### config.mk
export PLATFORM = sky130hd
export DESIGN_NAME = exc_vector_gen
export DESIGN_NICKNAME = d
export VERILOG_FILES = /design/src/rtl/excvec_pkg.sv /design/src/rtl/irq_status_reg.sv /design/src/rtl/irq_prio_sel.sv /design/src/rtl/vec_addr_calc.sv /design/src/rtl/exc_vector_gen.sv
export SDC_FILE = /design/constraint.sdc
export NUM_CORES = 1
export LEC_CHECK = 0
export BUFFER_PORTS_ARGS = -buffer_cell sky130_fd_sc_hd__buf_4
export CORE_MARGIN = 10
export CORE_UTILIZATION = 54
export CTS_CLUSTER_DIAMETER = 40
export DETAILED_ROUTE_END_ITERATION = 10
export PLACE_DENSITY = 0.93
export SLEW_MARGIN = 20
export SYNTH_ARGS = -nofsm -noshare
export SYNTH_HDL_FRONTEND = slang
export SYNTH_SLANG_ARGS = --single-unit
### constraint.sdc
create_clock -name clk -period 6.6 [get_ports clk]
set_input_delay 0.33 -clock clk [delete_from_list [all_inputs] [get_ports clk]]
set_output_delay 0.33 -clock clk [all_outputs]
set_load 0.05 [all_outputs]
### src/rtl/excvec_pkg.sv
package excvec_pkg;

    typedef enum logic [1:0] {
        TK_NONE     = 2'd0,
        TK_REDIRECT = 2'd1,
        TK_DEBUG    = 2'd2,
        TK_ERROR    = 2'd3
    } take_kind_e;

    typedef struct packed {
        take_kind_e kind;
        logic       code_we;
        logic       use_refill;
    } take_ctl_t;

    localparam int SHIFT_W = 4;

    // Byte spacing is 1 << (sel + 2) for a nonzero selector.
    function automatic logic [SHIFT_W-1:0] spacing_shift(input logic [2:0] sel);
        return SHIFT_W'(sel) + SHIFT_W'(2);
    endfunction

endpackage

### src/rtl/irq_status_reg.sv
module irq_status_reg #(
    parameter int NUM_IRQ = 8
) (
    input  logic               clk,
    input  logic               rst,
    input  logic [NUM_IRQ-1:0] lines,
    output logic [NUM_IRQ-1:0] status
);
    always_ff @(posedge clk) begin
        if (rst) status <= '0;
        else     status <= lines;
    end
endmodule

### src/rtl/irq_prio_sel.sv
module irq_prio_sel #(
    parameter int NUM_IRQ = 8,
    parameter int IDX_W   = (NUM_IRQ > 1) ? $clog2(NUM_IRQ) : 1
) (
    input  logic [NUM_IRQ-1:0] pending,
    output logic               any,
    output logic [IDX_W-1:0]   idx
);
    logic [NUM_IRQ-1:0] hit;

    // A bit wins when it is set and nothing above it is set.
    for (genvar i = 0; i < NUM_IRQ; i++) begin : g_hit
        if (i == NUM_IRQ - 1) begin : g_top
            assign hit[i] = pending[i];
        end else begin : g_low
            assign hit[i] = pending[i] & ~(|pending[NUM_IRQ-1:i+1]);
        end
    end

    assign any = |pending;

    always_comb begin
        idx = '0;
        for (int i = 0; i < NUM_IRQ; i++) begin
            idx = idx | (hit[i] ? IDX_W'(i) : '0);
        end
    end
endmodule

### src/rtl/vec_addr_calc.sv
module vec_addr_calc
    import excvec_pkg::*;
#(
    parameter int ADDR_W = 32,
    parameter int CODE_W = 6
) (
    input  logic [ADDR_W-1:0] base,
    input  logic [CODE_W-1:0] code,
    input  logic [2:0]        spacing_sel,
    output logic [ADDR_W-1:0] addr
);
    logic [ADDR_W-1:0]  code_ext;
    logic [ADDR_W-1:0]  offset;
    logic [SHIFT_W-1:0] sh;

    assign code_ext = ADDR_W'(code);
    assign sh       = spacing_shift(spacing_sel);
    assign offset   = (spacing_sel == 3'd0) ? '0 : (code_ext << sh);
    assign addr     = base + offset;
endmodule

### src/rtl/exc_vector_gen.sv
module exc_vector_gen
    import excvec_pkg::*;
#(
    parameter int ADDR_W   = 32,
    parameter int NUM_IRQ  = 8,
    parameter int CODE_W   = 6,
    // EXT_BASE + NUM_IRQ - 1 must fit in CODE_W bits
    parameter int EXT_BASE = 16
) (
    input  logic               clk,
    input  logic               rst,
    input  logic [NUM_IRQ-1:0] irq_lines,
    input  logic [NUM_IRQ-1:0] irq_enable,
    input  logic [2:0]         spacing_sel,
    input  logic [ADDR_W-1:0]  gen_base,
    input  logic [ADDR_W-1:0]  refill_base,
    input  logic               take_req,
    input  logic               take_is_irq,
    input  logic [CODE_W-1:0]  take_cause,
    input  logic               take_refill,
    input  logic               dbg_mode,
    output logic [NUM_IRQ-1:0] irq_status,
    output logic               redirect_valid,
    output logic [ADDR_W-1:0]  redirect_pc,
    output logic               code_wr_en,
    output logic [CODE_W-1:0]  code_wr_val,
    output logic               dbg_irq_set,
    output logic               irq_err
);
    localparam int IDX_W = (NUM_IRQ > 1) ? $clog2(NUM_IRQ) : 1;

    logic [NUM_IRQ-1:0] pending;
    logic               pend_any;
    logic [IDX_W-1:0]   sel_idx;
    logic [CODE_W-1:0]  irq_code;
    logic [CODE_W-1:0]  eff_code;
    logic [ADDR_W-1:0]  vec_pc;
    logic [ADDR_W-1:0]  next_pc;
    take_ctl_t          ctl;

    irq_status_reg #(.NUM_IRQ(NUM_IRQ)) u_status (
        .clk    (clk),
        .rst    (rst),
        .lines  (irq_lines),
        .status (irq_status)
    );

    assign pending = irq_status & irq_enable;

    irq_prio_sel #(.NUM_IRQ(NUM_IRQ), .IDX_W(IDX_W)) u_prio (
        .pending (pending),
        .any     (pend_any),
        .idx     (sel_idx)
    );

    assign irq_code = CODE_W'(EXT_BASE) + CODE_W'(sel_idx);
    assign eff_code = take_is_irq ? irq_code : take_cause;

    vec_addr_calc #(.ADDR_W(ADDR_W), .CODE_W(CODE_W)) u_addr (
        .base        (gen_base),
        .code        (eff_code),
        .spacing_sel (spacing_sel),
        .addr        (vec_pc)
    );

    always_comb begin
        ctl = '{kind: TK_NONE, code_we: 1'b0, use_refill: 1'b0};
        if (take_req) begin
            if (take_is_irq) begin
                if (dbg_mode)       ctl.kind = TK_DEBUG;
                else if (!pend_any) ctl.kind = TK_ERROR;
                else begin
                    ctl.kind    = TK_REDIRECT;
                    ctl.code_we = 1'b1;
                end
            end else if (take_refill) begin
                ctl.kind       = TK_REDIRECT;
                ctl.use_refill = 1'b1;
            end else begin
                ctl.kind    = TK_REDIRECT;
                ctl.code_we = 1'b1;
            end
        end
    end

    assign next_pc = ctl.use_refill ? refill_base : vec_pc;

    always_ff @(posedge clk) begin
        if (rst) begin
            redirect_valid <= 1'b0;
            code_wr_en     <= 1'b0;
            dbg_irq_set    <= 1'b0;
            irq_err        <= 1'b0;
            redirect_pc    <= '0;
            code_wr_val    <= '0;
        end else begin
            redirect_valid <= (ctl.kind == TK_REDIRECT);
            code_wr_en     <= ctl.code_we;
            dbg_irq_set    <= (ctl.kind == TK_DEBUG);
            irq_err        <= (ctl.kind == TK_ERROR);
            if (take_req) begin
                redirect_pc <= next_pc;
                code_wr_val <= eff_code;
            end
        end
    end

    // ---------------- assertions ----------------
    logic past_ok;
    always_ff @(posedge clk) begin
        if (rst) past_ok <= 1'b0;
        else     past_ok <= 1'b1;
    end

    a_r1_status_tracks: assert property (@(posedge clk) disable iff (rst)
        past_ok |-> irq_status == $past(irq_lines));

    a_r3_winner_pending: assert property (@(posedge clk) disable iff (rst)
        pend_any |-> pending[sel_idx]);

    a_r5_exc_code: assert property (@(posedge clk) disable iff (rst)
        take_req && !take_is_irq && !take_refill |=>
            redirect_valid && code_wr_en && code_wr_val == $past(take_cause));

    a_r6_refill: assert property (@(posedge clk) disable iff (rst)
        take_req && !take_is_irq && take_refill |=>
            redirect_valid && !code_wr_en && redirect_pc == $past(refill_base));

    a_r7_debug: assert property (@(posedge clk) disable iff (rst)
        take_req && take_is_irq && dbg_mode |=>
            dbg_irq_set && !redirect_valid && !code_wr_en && !irq_err);

    a_r8_empty: assert property (@(posedge clk) disable iff (rst)
        take_req && take_is_irq && !dbg_mode && pending == '0 |=>
            irq_err && !redirect_valid && !code_wr_en);

    a_r9_exclusive: assert property (@(posedge clk) disable iff (rst)
        $onehot0({redirect_valid, dbg_irq_set, irq_err}));

    a_r9_idle: assert property (@(posedge clk) disable iff (rst)
        !take_req |=> !redirect_valid && !code_wr_en && !dbg_irq_set && !irq_err);

    a_r2_zero_spacing: assert property (@(posedge clk) disable iff (rst)
        take_req && spacing_sel == 3'd0 && !take_refill && !dbg_mode |=>
            (!redirect_valid || redirect_pc == $past(gen_base)));

endmodule

==> results.md <==
Outcome:
- The flow ran to the end, and the final reports show no timing, DRC or antenna violations.

Global route:
- The first global-routing pass estimated 20600 um of wire.
- Entering global routing, the biggest net connects 55 pins.
- Global routing finished with a remaining overflow of 0.
- The initial antenna violation count is 0.
- The total routing resource utilization after global routing is approximately a quarter.
- The via count of the first global-routing pass is ~4.2k.

Worst setup path:
- In this run the critical register-to-register path is captured at redirect_pc[30].
- The endpoint type of the worst setup path is a flop.
- The startpoint kind of the worst setup timing path is a flop.
- The critical path startpoint is u_status.status[6].
- STA puts the critical path data arrival time at between 4 and 5 ns.
- Among all stages on the critical path, the largest delay is contributed by or3b_2.
- Measured in cells, the most critical reg-to-reg path has a length of 17.
- At the worst endpoint, the required time is just under 7 ns.
- The total buffers and inverters traversed by the critical path is 1.
- Following the worst setup path forward leads to its endpoint at redirect_pc[30].
- The critical path crosses 17 cells after its start point.
- The setup path with the least slack is of type reg2reg.
- The critical path goes through a22oi_1 -> nand2_1 -> o211ai_1 -> o21ai_0 -> or3b_2 -> nor3_1 -> ha_1 -> inv_1 -> fa_1 -> and2b_1 -> o2111ai_2 -> a2111oi_4 -> o31ai_2 -> o41a_1 -> nor3b_2 -> xnor2_1 -> o22ai_1.
- For this run, the slowest stage of the critical path takes between 0.5 and 0.6 ns.
- The cell type group with the largest total delay on the critical path is compound AO/OA/AOI/OAI gates.
- The setup slack on the worst flop-to-flop path is ~2 ns.
- The worst flop-to-flop path startpoint is u_status.status[6].
- Along the worst path, the maximum fanout reaches 4.

Synth:
- The combined area of all synthesized cells is 3740 sq um.
- The synthesized area per cell is ~7.6 sq um.
- In this run, synthesis inferred 0 flip-flops with an integrated enable.
- Summing the sequential cell areas from Yosys gives a little over a quarter of the chip area.
- The register bit count reported by yosys is 50.
- During synthesis, Yosys emitted a total of 0 warnings.
- In the synthesized netlist the async set-or-reset flop fraction comes to 0%.
- The most common flop cell mapped by yosys is dfxtp_1.
- The net count after synthesis is roughly 600.
- The number of different library cells used by synthesis comes to a little under 60.
- The synthesized instance count is between 400 and 500.

Layout:
- The library cells used most frequently in the layout, excluding fill and tap cells, are buf_4, nor2_1, nand2_1.
- At the end of the flow, the number of nets in the layout was ~730.
- In the final layout, the share of cells above drive strength 1 is a little over a quarter.
- The final cell count without fillers is around 700.
- The fill cell total of the finished layout is about 550.
- 0 antenna diodes ended up in the layout.
- Leaving out fill and tap cells, the most frequent cell in the layout is buf_4.
- The area growth from synthesis to final layout is 32.4%.

Routing:
- The routed design has 13300 um of wire.
- In the routed layout, each cell is associated on average with a via count of ~6.
- The first-pass iteration count of the detailed router is 5.
- The final routed wire length divided by cell count is around 19 um.
- The count of antenna-violating nets left after detailed routing is 0.
- After the first detailed-routing iteration, the DRC count stood at 314.
- In the routed design, unresolved DRC markers number 0.
- The routed layout has about 4.3k vias.

STA:
- The final cycle utilization of the critical path is a little over two thirds.
- The final hold violation count is 0.
- The time the final worst path needs with I/O delays and setup is 4.63 ns.
- The transition time at the pin with the least slew margin is 0.955 ns.
- The headroom to the max-slew limit is between 30% and 40%.
- The number of endpoints failing setup at the final stage is 0.
- The number of slew-limit violations in the final report came to 0.
- Setup repair after global routing left no endpoint under its margin.
- The timing-limited maximum frequency is approximately 220 MHz.
- For the final database, setup skew stands at 0.0110 ns.
- The sum of negative setup slack is 0 ns.

Clocking:
- After clock tree synthesis, the clock-pin slew on the worst setup and hold paths is 0.10 ns.
- The root cell of the clock tree is clkbuf_8.
- The CTS sink count is 50.
- In this run, post-CTS repair resized a total of 0 instances.
- The number of buffers inserted by post-CTS setup repair is 0.
- The CTS tree is built.
- The largest buffer count on any clock path is 2.
- The number of buffers added by the clock tree synthesis step is 5.
- The clock insertion delay at the later pin of the skew report is a little over 0.3 ns.
- Buffers inserted to repair hold after CTS numbered 0.
- The level count of the clock H-tree is 2.

Floorplan:
- In this run the core area contains 30 standard-cell rows.
- 145 I/O pins were placed.
- The initial utilization of the core area, before any placement, comes to between 50% and 60%.
- The floorplan die area is around 11000 sq um.
- The die outline width is about 100 um.
- The region available for standard cell placement spans a little under 7000 sq um.
- The vertical extent of the die is ~100 um.

Job:
- The number of maximum-capacitance constraint violations is 0.

Power:
- The worst-case IR drop observed on VDD is about 110 uV.
- The power per cell area is about 200 nW/um^2.
- The static leakage is ~0.0023 uW.

Min path:
- The worst hold path was traced through 2 stages.
- The startpoint identified for the worst hold timing path is irq_lines[4].
- The kind of path behind the tightest hold check is in2reg.

Placement:
- The HPWL after detailed placement is between 10000 and 15000 um.
- Port buffering added about 140 buffers.
- The congestion estimate from routability-driven global placement came to approximately 0.9.
- Once placement completed, the tool counted placed cells totaling 689.
[worst min-delay path by stage]
stage,to,slack (ns)
after floorplan,u_status.status[0],0.46
after global placement,redirect_pc[8],0.47
after detailed placement,code_wr_val[0],0.48
after CTS,u_status.status[4],0.22
after global routing,u_status.status[1],0.23
final,u_status.status[4],0.23
[layer usage]
metal | GRT usage, % | share of wire [%]
met5 | 0 | 0
met4 | 5.67 | 1.4
met3 | 4.05 | 8.4
met2 | 42.3 | 49
met1 | 29.9 | 41
[cell usage after synthesis (6+ instances only)]
cell type / n / area share, %
o22ai_1: 9 / 1.5
o211ai_1: 6 / 1.2
nand2_1: 51 / 5.1
xnor2_1: 16 / 3.7
a211oi_1: 15 / 3.0
and3_1: 10 / 1.7
a21o_1: 8 / 1.6
nor2b_1: 15 / 2.5
inv_1: 15 / 1.5
dfxtp_1: 50 / 27
nand2b_1: 6 / 1.0
o21ai_0: 22 / 2.9
clkbuf_1: 26 / 2.6
mux2i_1: 11 / 2.9
and2_1: 7 / 1.2
xor2_1: 6 / 1.4
o21a_1: 6 / 1.2
a311oi_1: 9 / 2.1
nand3_1: 6 / 0.80
ha_1: 22 / 7.4
a21oi_1: 45 / 6.0
nor2_1: 58 / 5.8
nor3_1: 11 / 1.5
[power by group]
part,internal [uW],switching [uW]
Combinational,151,242
Sequential,325,13.0
Clock,125,118
Total,600,373
[layout make-up]
class                           count  area (sq um)  area share (%)
Inverter                           15          56.3            1.14
Clock inverter                      2          38.8           0.784
Tap cell                           80           100            2.02
Clock buffer                        6          82.6            1.67
Sequential cell                    50          1000            20.2
Timing Repair Buffer              145          1090            22.0
Multi-Input combinational cell    399          2580            52.2
[kinds of logic (layout without fill, tap and decap cells)]
group                    count (synthesis)  after routing  synth area share [%]
buffers and inverters                   42            168                  4.22
AO/OA/AOI/OAI                          156            156                  28.4
adder cells (fa/ha/maj)                 23             23                  7.90
AND/OR/NAND/NOR                        184            184                  23.4
multiplexers                            14             14                  4.15
flip-flops                              50             50                  26.8
XOR/XNOR                                22             22                  5.16
[metrics by stage]
step	util, %	setup WS (ns)	area [sq um]	total power (uW)	hold slack, ns
2_1_floorplan	-	2.30	3740	599	0.458
3_3_place_gp	71.4	2.11	4830	727	0.469
3_5_place_dp	71.4	1.92	4830	732	0.475
4_1_cts	73.2	2.01	4950	973	0.223
5_1_grt	73.2	1.63	4950	1020	0.230
6_report	73.2	1.97	4950	973	0.227
[flip-flops by register name (all words and copies together) (netlist names)]
name / count
u_status.status: 8
dbg_irq_set: 1
code_wr_val: 6
redirect_valid: 1
redirect_pc: 32
code_wr_en: 1
irq_err: 1
(Power assumes the default switching activity.)
